`src/rtl/rbs_pkg.sv`:
```
package rbs_pkg;

    typedef enum logic [1:0] {
        DRV_STATIC = 2'd0,
        DRV_MUX2   = 2'd1,
        DRV_MUX3   = 2'd2,
        DRV_MUX4   = 2'd3
    } drv_mode_e;

    typedef enum logic {
        SQ_FRAME_START = 1'b0,
        SQ_MID_FRAME   = 1'b1
    } seq_state_e;

    // phases per frame for a drive mode
    function automatic logic [2:0] phases_in_frame(drv_mode_e m);
        logic [2:0] n;
        unique case (m)
            DRV_STATIC: n = 3'd1;
            DRV_MUX2:   n = 3'd2;
            DRV_MUX3:   n = 3'd3;
            DRV_MUX4:   n = 3'd4;
            default:    n = 3'd1;
        endcase
        return n;
    endfunction

endpackage

```
`src/rtl/rbs_seq.sv`:
```
module rbs_seq
    import rbs_pkg::*;
#(
    parameter int PH_W = 2
) (
    input  logic            clk,
    input  logic            rst_n,
    input  logic            tick,
    input  drv_mode_e       mode_in,
    input  logic            bank_in,
    output drv_mode_e       eff_mode,
    output logic            eff_bank,
    output logic [PH_W-1:0] cur_phase
);

    localparam int CW = PH_W + 1;

    seq_state_e      state_q, state_d;
    logic [PH_W-1:0] ph_q, ph_d;
    drv_mode_e       mode_q;
    logic            bank_q;
    logic            last_ph;

    // Settings come straight from the inputs on a frame-opening tick
    always_comb begin
        eff_mode  = (state_q == SQ_FRAME_START) ? mode_in : mode_q;
        eff_bank  = (state_q == SQ_FRAME_START) ? bank_in : bank_q;
        cur_phase = ph_q;
        last_ph   = ({1'b0, ph_q} == CW'(phases_in_frame(eff_mode) - 3'd1));
    end

    always_comb begin
        state_d = state_q;
        ph_d    = ph_q;
        unique case (state_q)
            SQ_FRAME_START: begin
                if (tick) begin
                    if (last_ph) begin
                        state_d = SQ_FRAME_START;
                        ph_d    = '0;
                    end else begin
                        state_d = SQ_MID_FRAME;
                        ph_d    = ph_q + 1'b1;
                    end
                end
            end
            SQ_MID_FRAME: begin
                if (tick) begin
                    if (last_ph) begin
                        state_d = SQ_FRAME_START;
                        ph_d    = '0;
                    end else begin
                        state_d = SQ_MID_FRAME;
                        ph_d    = ph_q + 1'b1;
                    end
                end
            end
            default: begin
                state_d = SQ_FRAME_START;
                ph_d    = '0;
            end
        endcase
    end

    always_ff @(posedge clk or negedge rst_n) begin
        if (!rst_n) begin
            state_q <= SQ_FRAME_START;
            ph_q    <= '0;
            mode_q  <= DRV_STATIC;
            bank_q  <= 1'b0;
        end else begin
            state_q <= state_d;
            ph_q    <= ph_d;
            if (tick && state_q == SQ_FRAME_START) begin
                mode_q <= mode_in;
                bank_q <= bank_in;
            end
        end
    end

endmodule

```
`src/rtl/rbs_map.sv`:
```
module rbs_map
    import rbs_pkg::*;
#(
    parameter int ROW_W = 2
) (
    input  drv_mode_e        mode,
    input  logic             bank,
    input  logic [ROW_W-1:0] phase,
    output logic [ROW_W-1:0] row
);

    localparam logic [ROW_W-1:0] UPPER_OFS = ROW_W'(2);

    always_comb begin
        unique case (mode)
            DRV_STATIC: row = bank ? UPPER_OFS : '0;
            DRV_MUX2:   row = bank ? (phase + UPPER_OFS) : phase;
            DRV_MUX3:   row = phase;
            DRV_MUX4:   row = phase;
            default:    row = phase;
        endcase
    end

endmodule

```
`src/rtl/rbs_bank_sel.sv`:
```
module rbs_bank_sel
    import rbs_pkg::*;
#(
    parameter int ROW_W = 2
) (
    input  logic             clk,
    input  logic             rst_n,
    input  logic             phase_tick,
    input  logic [1:0]       drv_mode,
    input  logic             bank_hi,
    output logic [ROW_W-1:0] row_idx,
    output logic [ROW_W-1:0] bp_phase,
    output logic             load_stb
);

    drv_mode_e        eff_mode;
    logic             eff_bank;
    logic [ROW_W-1:0] cur_phase;
    logic [ROW_W-1:0] mapped_row;

    rbs_seq #(.PH_W(ROW_W)) u_seq (
        .clk       (clk),
        .rst_n     (rst_n),
        .tick      (phase_tick),
        .mode_in   (drv_mode_e'(drv_mode)),
        .bank_in   (bank_hi),
        .eff_mode  (eff_mode),
        .eff_bank  (eff_bank),
        .cur_phase (cur_phase)
    );

    rbs_map #(.ROW_W(ROW_W)) u_map (
        .mode  (eff_mode),
        .bank  (eff_bank),
        .phase (cur_phase),
        .row   (mapped_row)
    );

    always_ff @(posedge clk or negedge rst_n) begin
        if (!rst_n) begin
            row_idx  <= '0;
            bp_phase <= '0;
            load_stb <= 1'b0;
        end else begin
            load_stb <= phase_tick;
            if (phase_tick) begin
                row_idx  <= mapped_row;
                bp_phase <= cur_phase;
            end
        end
    end

endmodule

```
`config.mk`:
```
export PLATFORM = sky130hd
export DESIGN_NAME = rbs_bank_sel
export DESIGN_NICKNAME = d
export VERILOG_FILES = /design/src/rtl/rbs_pkg.sv /design/src/rtl/rbs_seq.sv /design/src/rtl/rbs_map.sv /design/src/rtl/rbs_bank_sel.sv
export SDC_FILE = /design/constraint.sdc
export NUM_CORES = 1
export LEC_CHECK = 0
export BUFFER_PORTS_ARGS = -buffer_cell sky130_fd_sc_hd__buf_2
export CAP_MARGIN = 20
export CORE_AREA = 2 2 39 41
export CTS_CLUSTER_DIAMETER = 40
export DETAILED_ROUTE_END_ITERATION = 12
export DIE_AREA = 0 0 41 43
export MAX_ROUTING_LAYER = met4
export PLACE_DENSITY_LB_ADDON = 0.08
export RECOVER_POWER = 100
export SYNTH_ARGS = -nofsm -noshare
export SYNTH_HDL_FRONTEND = slang
export SYNTH_SLANG_ARGS = --single-unit
```
`constraint.sdc`:
```
create_clock -name clk -period 3 [get_ports clk]
set_input_delay 0.15 -clock clk [delete_from_list [all_inputs] [get_ports clk]]
set_output_delay 0.15 -clock clk [all_outputs]
set_load 0.05 [all_outputs]
```
==> flow_summary_export.csv <==
group,metric,value,unit
grt,grt_max_degree,15,
setup_path,crit_required,3160,ps
setup_path,crit_type,"reg -> reg",
power_and_ir_drop,max-vdd-ir-drop,496,uV
route,drc,0,
sta,relSlewSlack,0.607,
yosys,syn_inst,49,
floorplan,io_pins,11,
route,top_layer,"met4",
yosys,yosysTopAreaCell,"dfrtp_1",
clock_tree,htree_num_levels,1,
sta,final-setup-viol-count,0,
floorplan,num_rows,14,
clock_tree,cts_tree,"done",
yosys,synth-seq-cells,11,
clock_tree,clock-root-buffer,"clkbuf_4",
yosys,synth_mux_area_frac,0.173,
sta,fmax,0.583,GHz
route,wl_per_cell,13.0,um
clock_tree,cts_setup_buffers,0,
setup_path,cp_max_fo,10,
yosys,synth_fa_ha_area_frac,0.0222,
yosys,syn_nets,56,
clock_tree,cts_resized,0,
run,maxCapViolations,0,
outcome,status,"finished, final reports clean",
grt,grt_pass1_wl,1680,um
setup_path,start_kind,"flop",
setup_path,worst-endpoint-arrival,1870,ps
cells_and_area,multi_input_area,255,um2
floorplan,die_h,43,um
yosys,synth_ff_type,"dfrtp_1",
grt,antenna_found_initial,0,
route,drtIter0Drc,3,
yosys,synth_top_area_share,0.488,
route,wl_met3,63,um
clock_tree,cts-buffers-inserted,3,
cells_and_area,drive_gt1_frac,0.226,
clock_tree,ctsHoldBuffers,1,
cells_and_area,antenna_cells,0,
sta,hold_slack,158,ps
setup_path,end_kind,"flop",
sta,fin_skew,5.35,ps
yosys,synth_area,564,um2
min_path,hp-class,"in -> reg",
yosys,synthXorXnorAreaFrac,0.0466,
power_and_ir_drop,p_leak,0.284,nW
grt,grt_pass1_vias,384,
route,dr.pass1.iters,4,
yosys,synth_compound_area_frac,0.129,
clock_tree,clkTransAtPathRegs,70,ps
yosys,yosys-top-cells-area,"dfrtp_1, mux2_2, mux2i_1",
grt,grt_use_total,0.152,
floorplan,dieArea,1760,um2
cells_and_area,fill_cells,130,
sta,maxSlewViolCount,0,
clock_tree,clk_latency,270,ps
grt,grt_remaining_overflow,0,
route,routed_wl,1010,um
yosys,syn_area_per_cell,11.5,um2
cells_and_area,fin_util,0.468,
cells_and_area,regArea,275,um2
sta,tightest_slew,592,ps
yosys,yosysWarnings,0,
cells_and_area,syn2layout_area_growth,14.9,%
yosys,synth_top_family_by_area,"multiplexers",
sta,min_period,1720,ps
sta,setup_tns,0,ps
yosys,synthDistinctLibCells,23,
sta,rsz0062_at_grt,"false",
sta,fin_crit_sh,0.572,
placement,globalplace.congestion,0.667,
floorplan,core,1380,um2
sta,hold_viol_final,0,
yosys,yosys.area_share.simple,0.0820,
power_and_ir_drop,power.density,1140,nW/um2
floorplan,initial_core_util,0.408,
floorplan,die_w,41,um
route,postRouteAntennaNets,0,
clock_tree,cts.sinks,11,
clock_tree,ctsLongestPathBuffers,2,
route,dr_total_vias,408,
yosys,synth_edf_count,0,
route,wl_met2,487,um
power_and_ir_drop,total_power,0.737,mW
placement,hpwl,757,um
placement,numPortBuffers,10,
route,wl_met1,453,um
route,viasPerCell,5.23,
yosys,synth-seq-area-share,0.488,
yosys,async_flop_share,1.00,
cells_and_area,fin_nets,70,
## metal layers
layer | track usage | up-vias
li1 | - | 202
met1 | 0.186 | 193
met2 | 0.206 | 11
met3 | 0.0471 | 2
met4 | 0.100 | 0
met5 | - | -
## Yosys cell counts, drive strengths merged, types with 2 or more instances
cell type and count:
dfrtp 11, or2 2, inv 5, xnor2 3, mux2 6, o21ai 2, o211ai 2, mux2i 3
nor3b 2
## where the power goes
part           internal (mW)  total, mW  leakage, nW  switching, mW
sequential             0.215      0.283        0.130         0.0681
combinational          0.151      0.356        0.136          0.205
clock                 0.0493     0.0983       0.0177         0.0490
total                  0.415      0.737        0.284          0.322
## metrics by stage
step	std cells	setup slack (ps)	instance area, um2
after floorplan	49	1470	564
after global placement	73	1330	619
after detailed placement	73	1310	619
after CTS	78	1310	657
after global routing	78	1210	648
final	78	1280	648
## path summary, 6_finish.rpt
| kind | start | to | slack [ps] | cells past startpoint |
|---|---|---|---|---|
| setup / recovery | flop | row_idx[1]$_DFFE_PN0P_ | 1280 | 5 |
| max in group asynchronous | rst_n | u_seq.mode_q[0]$_DFFE_PN0P_ | 2230 | 2 |
| hold reg to reg | bp_phase[1]$_DFFE_PN0P_ | bp_phase[1]$_DFFE_PN0P_ | 520 | 1 |
| min in group asynchronous | rst_n | row_idx[1]$_DFFE_PN0P_ | 390 | 2 |
| hold / removal | bank_hi | u_seq.bank_q$_DFFE_PN0P_ | 160 | 2 |
| setup reg to reg | flop | row_idx[1]$_DFFE_PN0P_ | 1280 | 5 |
## cells in the final DEF (no fill, tap or decap)
master	synthesis	final
a21o_1	1	1
a31oi_1	1	1
a32oi_1	1	1
buf_2	0	3
clkbuf_1	1	7
clkbuf_4	0	3
clkinv_2	0	1
dfrtp_1	11	11
dlygate4sd3_1	0	1
ha_1	1	1
inv_1	5	5
mux2_2	6	6
mux2i_1	3	3
nand2_1	1	1
nand2b_1	1	1
nor2_1	1	1
nor3_1	1	1
nor3b_1	2	2
o211ai_1	2	2
o21ai_0	2	2
o22ai_1	1	1
o311a_1	1	1
o311ai_0	1	1
or2_0	0	1
or2_2	1	1
xnor2_1	3	3
## state kept, by name (all words and copies together), names as in the netlist, named ones only
register / flops
u_seq.mode_q: 2
u_seq.cur_phase: 2
row_idx: 2
u_seq.bank_q: 1
load_stb: 1
bp_phase: 2
## cell type report
| class | count | area share |
|---|---|---|
| clock inverters | 1 | 0.00772 |
| flip-flops and latches | 11 | 0.425 |
| repair buffers | 11 | 0.0792 |
| well taps | 16 | 0.0309 |
| multi-input cells | 31 | 0.394 |
| clock buffers | 3 | 0.0347 |
| inverters | 5 | 0.0290 |
## cells by family after synthesis
kind of cell               Yosys count
DFF                                 11
AOI/OAI and AO/OA                   10
muxes                                9
and+or+nand+nor                      8
buffers and inverters                7
xor gates and xnor gates             3
adders and majority gates            1
## worst max-delay path, cell delays in order, from the launching register on
cell and delay, ps:
dfrtp_1 520, mux2_2 380, ha_1 170, inv_1 50, o311ai_0 130, o311a_1 370
(Power assumes the default switching activity.)
